$ cat src/rtl/lcd_mux4_pkg.sv
`timescale 1ns/1ps
package lcd_mux4_pkg;

   localparam int NUM_BP  = 4;
   localparam int PHASE_W = 2;

   typedef enum logic [1:0] {
      LVL_ZERO      = 2'd0,
      LVL_THIRD     = 2'd1,
      LVL_TWO_THIRD = 2'd2,
      LVL_FULL      = 2'd3
   } drive_lvl_e;

   // mirror a level about mid-scale, used for the negative polarity half
   function automatic drive_lvl_e flip_lvl(drive_lvl_e l);
      return drive_lvl_e'(2'd3 - l);
   endfunction

endpackage

$ cat src/rtl/lcd_seg_loader.sv
`timescale 1ns/1ps
module lcd_seg_loader #(
   parameter int SEG_N    = 128,
   parameter bit SHIFT_UP = 1'b1
) (
   input  logic             clk,
   input  logic             rst_n,
   input  logic             shift_en,
   input  logic             shift_bit,
   input  logic             xfer,
   output logic [SEG_N-1:0] seg_latch
);

   logic [SEG_N-1:0] stage;

   generate
      if (SEG_N < 2) begin : g_bad_n
         $error("lcd_seg_loader: SEG_N must be at least 2");
      end
      if (SHIFT_UP) begin : g_up
         always_ff @(posedge clk or negedge rst_n) begin
            if (!rst_n)        stage <= '0;
            else if (shift_en) stage <= {stage[SEG_N-2:0], shift_bit};
         end
      end else begin : g_down
         always_ff @(posedge clk or negedge rst_n) begin
            if (!rst_n)        stage <= '0;
            else if (shift_en) stage <= {shift_bit, stage[SEG_N-1:1]};
         end
      end
   endgenerate

   always_ff @(posedge clk or negedge rst_n) begin
      if (!rst_n)    seg_latch <= '0;
      else if (xfer) seg_latch <= stage;
   end

   // the image only changes on a transfer
   p_latch_hold_r3: assert property (@(posedge clk) disable iff (!rst_n)
      !xfer |=> $stable(seg_latch));

   // transfer takes the staging content from before the edge
   p_latch_copy_r2: assert property (@(posedge clk) disable iff (!rst_n)
      xfer |=> seg_latch == $past(stage));

endmodule

$ cat src/rtl/lcd_phase_timer.sv
`timescale 1ns/1ps
module lcd_phase_timer
   import lcd_mux4_pkg::*;
#(
   parameter int TICKS_PER_PHASE = 8,
   parameter int BOOST_TICKS     = 4
) (
   input  logic               clk,
   input  logic               rst_n,
   input  logic               osc_tick,
   output logic [PHASE_W-1:0] phase,
   output logic               neg_pol,
   output logic               hi_drive,
   output logic               frame_sync
);

   localparam int CNT_W = $clog2(TICKS_PER_PHASE);
   localparam int BST_W = $clog2(BOOST_TICKS + 1);
   localparam logic [PHASE_W-1:0] LAST_PHASE = PHASE_W'(NUM_BP - 1);

   generate
      if (TICKS_PER_PHASE < 2) begin : g_bad_tpp
         $error("lcd_phase_timer: TICKS_PER_PHASE must be at least 2");
      end
      if (BOOST_TICKS < 1 || BOOST_TICKS >= TICKS_PER_PHASE) begin : g_bad_bst
         $error("lcd_phase_timer: BOOST_TICKS must lie in 1..TICKS_PER_PHASE-1");
      end
   endgenerate

   logic [CNT_W-1:0] tick_cnt;
   logic [BST_W-1:0] boost_cnt;
   logic             phase_end;

   assign phase_end = osc_tick && (tick_cnt == CNT_W'(TICKS_PER_PHASE - 1));

   always_ff @(posedge clk or negedge rst_n) begin
      if (!rst_n) begin
         tick_cnt   <= '0;
         phase      <= '0;
         neg_pol    <= 1'b0;
         boost_cnt  <= '0;
         frame_sync <= 1'b0;
      end else begin
         frame_sync <= phase_end && (phase == LAST_PHASE);
         if (osc_tick) tick_cnt <= phase_end ? '0 : tick_cnt + 1'b1;
         if (phase_end) begin
            phase     <= phase + 1'b1;
            boost_cnt <= BST_W'(BOOST_TICKS);
            if (phase == LAST_PHASE) neg_pol <= ~neg_pol;
         end else if (osc_tick && boost_cnt != '0) begin
            boost_cnt <= boost_cnt - 1'b1;
         end
      end
   end

   assign hi_drive = (boost_cnt != '0);

   // phase only ever steps by one
   p_phase_step_r4: assert property (@(posedge clk) disable iff (!rst_n)
      (phase != $past(phase)) |-> (phase == PHASE_W'($past(phase) + 1'b1)));

   // no oscillator tick, no phase change
   p_phase_hold_r4: assert property (@(posedge clk) disable iff (!rst_n)
      !osc_tick |=> $stable(phase));

   // polarity flips only on the wrap into phase 0
   p_pol_wrap_r5: assert property (@(posedge clk) disable iff (!rst_n)
      (neg_pol != $past(neg_pol)) |-> (phase == '0 && $past(phase) == LAST_PHASE));

   // a backplane level change always opens the boost window
   p_boost_on_step_r8: assert property (@(posedge clk) disable iff (!rst_n)
      (phase != $past(phase)) |-> hi_drive);

   // sync is a single-cycle pulse inside phase 0
   p_sync_single_r9: assert property (@(posedge clk) disable iff (!rst_n)
      frame_sync |=> !frame_sync);
   p_sync_phase_r9: assert property (@(posedge clk) disable iff (!rst_n)
      frame_sync |-> (phase == '0));

endmodule

$ cat src/rtl/lcd_level_mux.sv
`timescale 1ns/1ps
module lcd_level_mux
   import lcd_mux4_pkg::*;
#(
   parameter int NUM_FP      = 32,
   parameter bit PHASE_MAJOR = 1'b0
) (
   input  logic                       clk,
   input  logic                       rst_n,
   input  logic [NUM_FP*NUM_BP-1:0]   seg_latch,
   input  logic [PHASE_W-1:0]         phase,
   input  logic                       neg_pol,
   output logic [NUM_BP*2-1:0]        bp_lvl,
   output logic [NUM_FP*2-1:0]        fp_lvl
);

   localparam int SEG_N = NUM_FP * NUM_BP;
   localparam int IDX_W = $clog2(SEG_N);

   logic [NUM_BP-1:0] bp_extreme;

   generate
      for (genvar i = 0; i < NUM_BP; i++) begin : g_bp
         drive_lvl_e base, lvl;
         always_comb begin
            base = (phase == PHASE_W'(i)) ? LVL_FULL : LVL_THIRD;
            lvl  = neg_pol ? flip_lvl(base) : base;
         end
         assign bp_lvl[i*2 +: 2] = lvl;
         assign bp_extreme[i]    = (bp_lvl[i*2 +: 2] == 2'd0) || (bp_lvl[i*2 +: 2] == 2'd3);
      end

      for (genvar j = 0; j < NUM_FP; j++) begin : g_fp
         logic [IDX_W-1:0] sel;
         if (PHASE_MAJOR) begin : g_pm
            assign sel = IDX_W'(phase) * IDX_W'(NUM_FP) + IDX_W'(j);
         end else begin : g_fm
            assign sel = IDX_W'(j * NUM_BP) + IDX_W'(phase);
         end
         drive_lvl_e base, lvl;
         always_comb begin
            base = seg_latch[sel] ? LVL_ZERO : LVL_TWO_THIRD;
            lvl  = neg_pol ? flip_lvl(base) : base;
         end
         assign fp_lvl[j*2 +: 2] = lvl;
      end
   endgenerate

   // exactly one backplane sits at a rail at any time
   p_one_active_r6: assert property (@(posedge clk) disable iff (!rst_n)
      $countones(bp_extreme) == 1);

   // a frontplane never reaches the rail the active backplane occupies
   p_fp_not_bp_rail_r7: assert property (@(posedge clk) disable iff (!rst_n)
      fp_lvl[1:0] != (neg_pol ? 2'd0 : 2'd3));

endmodule

$ cat src/rtl/lcd_mux4_driver.sv
`timescale 1ns/1ps
module lcd_mux4_driver
   import lcd_mux4_pkg::*;
#(
   parameter int NUM_FP          = 32,
   parameter int TICKS_PER_PHASE = 8,
   parameter int BOOST_TICKS     = 4,
   parameter bit SHIFT_UP        = 1'b1,
   parameter bit PHASE_MAJOR     = 1'b0
) (
   input  logic                clk,
   input  logic                rst_n,
   input  logic                osc_tick,
   input  logic                ser_en,
   input  logic                ser_bit,
   input  logic                latch_load,
   output logic [NUM_BP*2-1:0] bp_lvl,
   output logic [NUM_FP*2-1:0] fp_lvl,
   output logic                hi_drive,
   output logic                frame_sync
);

   localparam int SEG_N = NUM_FP * NUM_BP;

   generate
      if (NUM_FP < 1) begin : g_bad_fp
         $error("lcd_mux4_driver: NUM_FP must be at least 1");
      end
   endgenerate

   logic [SEG_N-1:0]   seg_latch;
   logic [PHASE_W-1:0] phase;
   logic               neg_pol;

   lcd_seg_loader #(
      .SEG_N    (SEG_N),
      .SHIFT_UP (SHIFT_UP)
   ) u_loader (
      .clk       (clk),
      .rst_n     (rst_n),
      .shift_en  (ser_en),
      .shift_bit (ser_bit),
      .xfer      (latch_load),
      .seg_latch (seg_latch)
   );

   lcd_phase_timer #(
      .TICKS_PER_PHASE (TICKS_PER_PHASE),
      .BOOST_TICKS     (BOOST_TICKS)
   ) u_timer (
      .clk        (clk),
      .rst_n      (rst_n),
      .osc_tick   (osc_tick),
      .phase      (phase),
      .neg_pol    (neg_pol),
      .hi_drive   (hi_drive),
      .frame_sync (frame_sync)
   );

   lcd_level_mux #(
      .NUM_FP      (NUM_FP),
      .PHASE_MAJOR (PHASE_MAJOR)
   ) u_mux (
      .clk       (clk),
      .rst_n     (rst_n),
      .seg_latch (seg_latch),
      .phase     (phase),
      .neg_pol   (neg_pol),
      .bp_lvl    (bp_lvl),
      .fp_lvl    (fp_lvl)
   );

   // the first cycles after reset show an all-off image
   p_reset_blank_r1: assert property (@(posedge clk) disable iff (!rst_n)
      $rose(rst_n) |-> (!hi_drive && !frame_sync));

endmodule

$ cat config.mk
export PLATFORM = sky130hd
export DESIGN_NAME = lcd_mux4_driver
export DESIGN_NICKNAME = d
export VERILOG_FILES = /design/src/rtl/lcd_mux4_pkg.sv /design/src/rtl/lcd_seg_loader.sv /design/src/rtl/lcd_phase_timer.sv /design/src/rtl/lcd_level_mux.sv /design/src/rtl/lcd_mux4_driver.sv
export SDC_FILE = /design/constraint.sdc
export NUM_CORES = 1
export LEC_CHECK = 0
export CAP_MARGIN = 20
export CORE_MARGIN = 2
export CORE_UTILIZATION = 50
export CTS_CLUSTER_DIAMETER = 150
export DETAILED_ROUTE_END_ITERATION = 8
export DONT_BUFFER_PORTS = 1
export SLEW_MARGIN = 20
export SYNTH_ARGS = -nofsm -noshare
export SYNTH_HDL_FRONTEND = slang
export SYNTH_SLANG_ARGS = --single-unit
$ cat constraint.sdc
create_clock -name clk -period 5 [get_ports clk]
set_input_delay 0.25 -clock clk [delete_from_list [all_inputs] [get_ports clk]]
set_output_delay 0.25 -clock clk [all_outputs]
set_load 0.1 [all_outputs]
[After elaboration in Yosys (flattened, before gate mapping)]
Index checks and enable logic that the tools add are counted.
Storage, ports and cells
  output and inout port bits: 74
  bits in registers: 266
  logic and storage cells: 260
  input bits: 6
Operators by class
  eq/ne operators: 4
  order comparisons: 32
  reductions and logical operators: 7
  multiplexer cells: 139
  bitwise logic cells: 1
  add/subtract/negate cells: 70
Operator list (count)
  $lt 7x8->1 const B: 31
  $bmux 1 s7: 31
  $mux 2: 72
  $sub 2x2->2 const A: 36
  $add 6x2->7 const A: 8
  $add 7x2->7 const A: 8
  $mux 1: 32
  $add 6x3->7 const A: 4
  $add 5x2->6 const A: 4
  $add 5x3->6 const A: 2
  $add 4x2->5 const A: 2
  $mux 3: 3
  $lt 2x8->1 const B: 1
  $add 4x3->5 const A: 1
  $add 3x2->4 const A: 1
  $add 3x3->4 const A: 1
  $eq 2x2->1 const B: 2
  $add 3x1->3 const B: 1
  $eq 3x3->1 const B: 1
  $logic_and 1x1->1: 3
  $reduce_bool 3->1: 1
  $sub 3x1->3 const B: 1
  $add 2x1->2 const B: 1
  $bmux 1 s2: 1
  5 further kinds: 5

[Longest topological paths before layout]
  word-level depth: 6
  depth in mapped cells: 5
  mapped depth without buffers: 5

[Cells and area by module]
A second synthesis with hierarchy kept.
Second synthesis, totals
  cell total of the unflattened synthesis: 702
  area total of the unflattened synthesis: 11581.1 um^2
By module, submodules not included
  lcd_seg_loader: sequential area each 6406.1 um^2, cells an instance 540, area each 9644.2 um^2, times used 1
  lcd_level_mux: sequential area each 0.0 um^2, cells an instance 120, area each 1438.9 um^2, times used 1
  lcd_phase_timer: sequential area each 250.2 um^2, cells an instance 42, area each 498.0 um^2, times used 1

[Worst setup path after synthesis]
Ideal clock, no wire load.
  kind: reg-to-output
  start: register u_timer.phase[0]
  end: output port fp_lvl[19]
  arrival time: 2753 ps
  stages on the path, launching flop included: 5
  buffers on the path: 2
  setup slack: 1997 ps
  data required time: 4750 ps
  cells stage by stage: dfrtp_1 buf_6 buf_12 mux4_2 xnor2_1
Between the ends
  longest elaborated chain between the ends: 6
RTL lines
  start: declaration: line lcd_phase_timer.sv:11  | output logic [PHASE_W-1:0] phase,
  start signal: assignment: line lcd_phase_timer.sv:47  | phase <= phase + 1'b1;
  $add 6x2->7 (*): line lcd_level_mux.sv:38  | assign sel = IDX_W'(j * NUM_BP) + IDX_W'(phase);
  $bmux 1 s7 (*): line lcd_level_mux.sv:42  | base = seg_latch[sel] ? LVL_ZERO : LVL_TWO_THIRD;
  $mux 1 (implied by the code) (*): line lcd_level_mux.sv:42
  $mux 2 (*): line lcd_level_mux.sv:42
  $sub 2x2->2: line lcd_mux4_pkg.sv:16  | return drive_lvl_e'(2'd3 - l);
  $mux 2 (*): line lcd_level_mux.sv:43  | lvl = neg_pol ? flip_lvl(base) : base;
  end: declaration: line lcd_mux4_driver.sv:18  | output logic [NUM_FP*2-1:0] fp_lvl,
Mark *: on every way between the ends. The rest lies on a longest branch, timed or not. The select of a mux whose other input is x is not followed.

[Worst setup path in the final report]
  start: register u_timer.neg_pol
  end: output port fp_lvl[55]
Between the ends
  longest elaborated chain between the ends: 1
RTL lines
  start: declaration: line lcd_phase_timer.sv:12  | output logic neg_pol,
  start signal: assignment: line lcd_phase_timer.sv:49  | if (phase == LAST_PHASE) neg_pol <= ~neg_pol;
  $mux 2: line lcd_level_mux.sv:43
Every way passes these cells.

==> flow_summary.yaml <==
status:
  outcome: "complete, but fails checks"
  violations: "negative hold slack"
global_route:
  grt_pass1_wl_um: 31300
  grt_usage: 0.160
  grt_overflow: 0
  grt_max_degree: 267
  antenna_found_initial: 0
  first_global_vias: 6035
timing:
  finalSetupViolations: 0
  fin_ws_ns: 0.873
  fin_setup_tns_ns: 0
  rsz0062_at_grt: "false"
  post-route-period-util: 0.825
  relSlewSlack: 0.220
  fmax_mhz: 242
  worstMarginPinSlew_ns: 1.17
  final_max_slew_viol_count: 0
  holdWs_ns: -0.581
  final.min_clock_period_ns: 4.13
  skew_ns: 0.00756
  hold_viol: 266
yosys:
  ys_ff_latch: 266
  avgSynthCellArea_um2: 16.2
  yosysUniqueCellTypes: 23
  synthCells: 704
  synth_nets: 718
  ys_seq_area_frac: 0.585
  syn-cell-area_mm2: 0.0114
  yosys_warnings: 0
floorplanning:
  initial_core_util: 0.506
  die_x_um: 155
  ios: 80
  die_h_um: 155
  core_area_mm2: 0.0225
  die-area_mm2: 0.0240
  row_count: 55
route:
  ant_nets: 0
  routed_wl_um: 18300
  via_per_inst: 5.43
  remaining_drc_errors: 0
  drtIter0Drc: 232
  wl_per_cell_um: 18.4
  num_vias: 5409
  first_pass_iters: 4
placement:
  dpl.hpwl_um: 10000
  dp.cells: 939
  gp_congestion: 0.681
  place_ws_ns: 1.44
  portBuffers: 0
worst_setup_path:
  crit_family: "buffers and inverters"
  arrival_ns: 3.88
  path_cells: "buf_12 > buf_12 > xnor2_2 > buf_4"
  endpoint_kind: "output pin"
  worstSetupStartpoint: "u_timer.neg_pol$_DFFE_PN0P_"
  worstSetupPathType: "reg -> out"
  cp.buffers_inverters: 3
  start_kind: "register"
  slowest_stage: "buf_12"
  required_ns: 4.75
  slowest_delay_ns: 1.55
  worstPathMaxFanout: 20
  cp_common_cell: "buf_12"
  rr_startpoint: "u_timer.neg_pol$_DFFE_PN0P_"
finish:
  drive_above_1_share: 0.563
  synthToLayoutAreaGrowth_pct: 14.1
  layout_commonest_cell: "dfrtp_1"
  final_core_util: 0.577
  final_cells: 996
  antennaDiodeCount: 0
  fin_nets: 703
  mostFrequentLayoutCells: "dfrtp_1 (263), mux2_2 (258), clkbuf_16 (29)"
clock_tree:
  clock_sinks: 266
  ctsHoldBuffers: 5
  h-tree-depth: 1
  post_cts_resized: 0
  clk_latency_ns: 0.53
  cts_tree: "yes"
  post_cts_buffers: 0
  clockBufferDepth: 3
  clkTransAtPathRegs_ns: 0.06
  cts_buffers: 28
  root_buffer: "clkbuf_16"
job:
  maxCapViolCount: 0
power:
  peakVddDrop_mv: 0.453
  p_leak_nw: 6.37
  power_density_mw_per_mm2: 532
min_path:
  min_path_type: "in -> async"
[power breakdown]
part	switching (W)	internal [W]
clock	0.000806	0.00135
combinational	0.00149	0.000621
sequential	0.000240	0.00239
total	0.00254	0.00436
[cell usage after synthesis]
master / count / area share
clkbuf_1: 4 / 0.0013
o22ai_1: 2 / 0.0011
inv_1: 7 / 0.0023
xor2_1: 4 / 0.0031
buf_4: 35 / 0.023
nor2_1: 1 / 0.00033
and3_1: 1 / 0.00055
buf_6: 1 / 0.00099
nand2b_1: 1 / 0.00055
mux2i_1: 2 / 0.0018
o21ai_0: 3 / 0.0013
mux4_1: 4 / 0.0092
nand2_1: 4 / 0.0013
ha_1: 8 / 0.0088
buf_2: 33 / 0.015
mux4_2: 28 / 0.055
dfrtp_1: 266 / 0.58
mux2_2: 258 / 0.26
nand3b_1: 2 / 0.0013
buf_12: 3 / 0.0053
nor2b_1: 2 / 0.0011
xnor2_1: 34 / 0.026
nor3b_1: 1 / 0.00066
[metal layers]
metal / global-route usage / vias up / routed length, um
li1: - / 2447 / -
met1: 0.224 / 2857 / 8510
met2: 0.259 / 74 / 8680
met3: 0.0320 / 31 / 782
met4: 0.0419 / 0 / 323
met5: 0 / - / 0
[logic make-up after synthesis]
kind of cell	synth area share
multiplexers	0.322
XOR/XNOR	0.0292
buffers and inverters	0.0475
AO/OA/AOI/OAI	0.00242
flip-flops	0.585
adder cells (fa/ha/maj)	0.00879
AND/OR/NAND/NOR	0.00582
[final timing paths]
path | to | slack (ns) | cells past startpoint
max | fp_lvl[55] | 0.87 | 4
min | u_loader.seg_latch[72]$_DFFE_PN0P_ | -0.58 | 0
max reg2reg | u_timer.neg_pol$_DFFE_PN0P_ | 2.44 | 3
min reg2reg | u_loader.seg_latch[25]$_DFFE_PN0P_ | 0.50 | 1
max in group asynchronous | u_timer.neg_pol$_DFFE_PN0P_ | 4.94 | 0
min in group clk | u_timer.boost_cnt[0]$_DFFE_PN0P_ | 0.08 | 3
[flip-flops by register name (all words and copies together) (netlist names)]
name                cells
u_loader.seg_latch    128
u_loader.stage        128
u_timer.boost_cnt       3
u_timer.frame_sync      1
u_timer.neg_pol         1
u_timer.phase           2
u_timer.tick_cnt        3
[metrics by stage]
step | total power, W | instance area [um^2] | hold WS (ns)
6_report | 0.00690 | 13000 | -0.581
5_1_grt | 0.00719 | 13000 | -0.616
4_1_cts | 0.00699 | 13000 | -0.603
3_5_place_dp | 0.00476 | 11900 | -0.0332
3_3_place_gp | 0.00461 | 11800 | -0.0350
2_1_floorplan | 0.00444 | 11400 | -0.0456
[final cells by class]
type / instances / area, um^2
Clock buffer: 48 / 927
Inverter: 7 / 28.8
Sequential cell: 266 / 6660
Clock inverter: 4 / 70.1
Multi-Input combinational cell: 355 / 4600
Timing Repair Buffer: 31 / 338
Tap cell: 285 / 357
Fill cell: 1712 / 9520
Power figures use the tool's default switching activity.
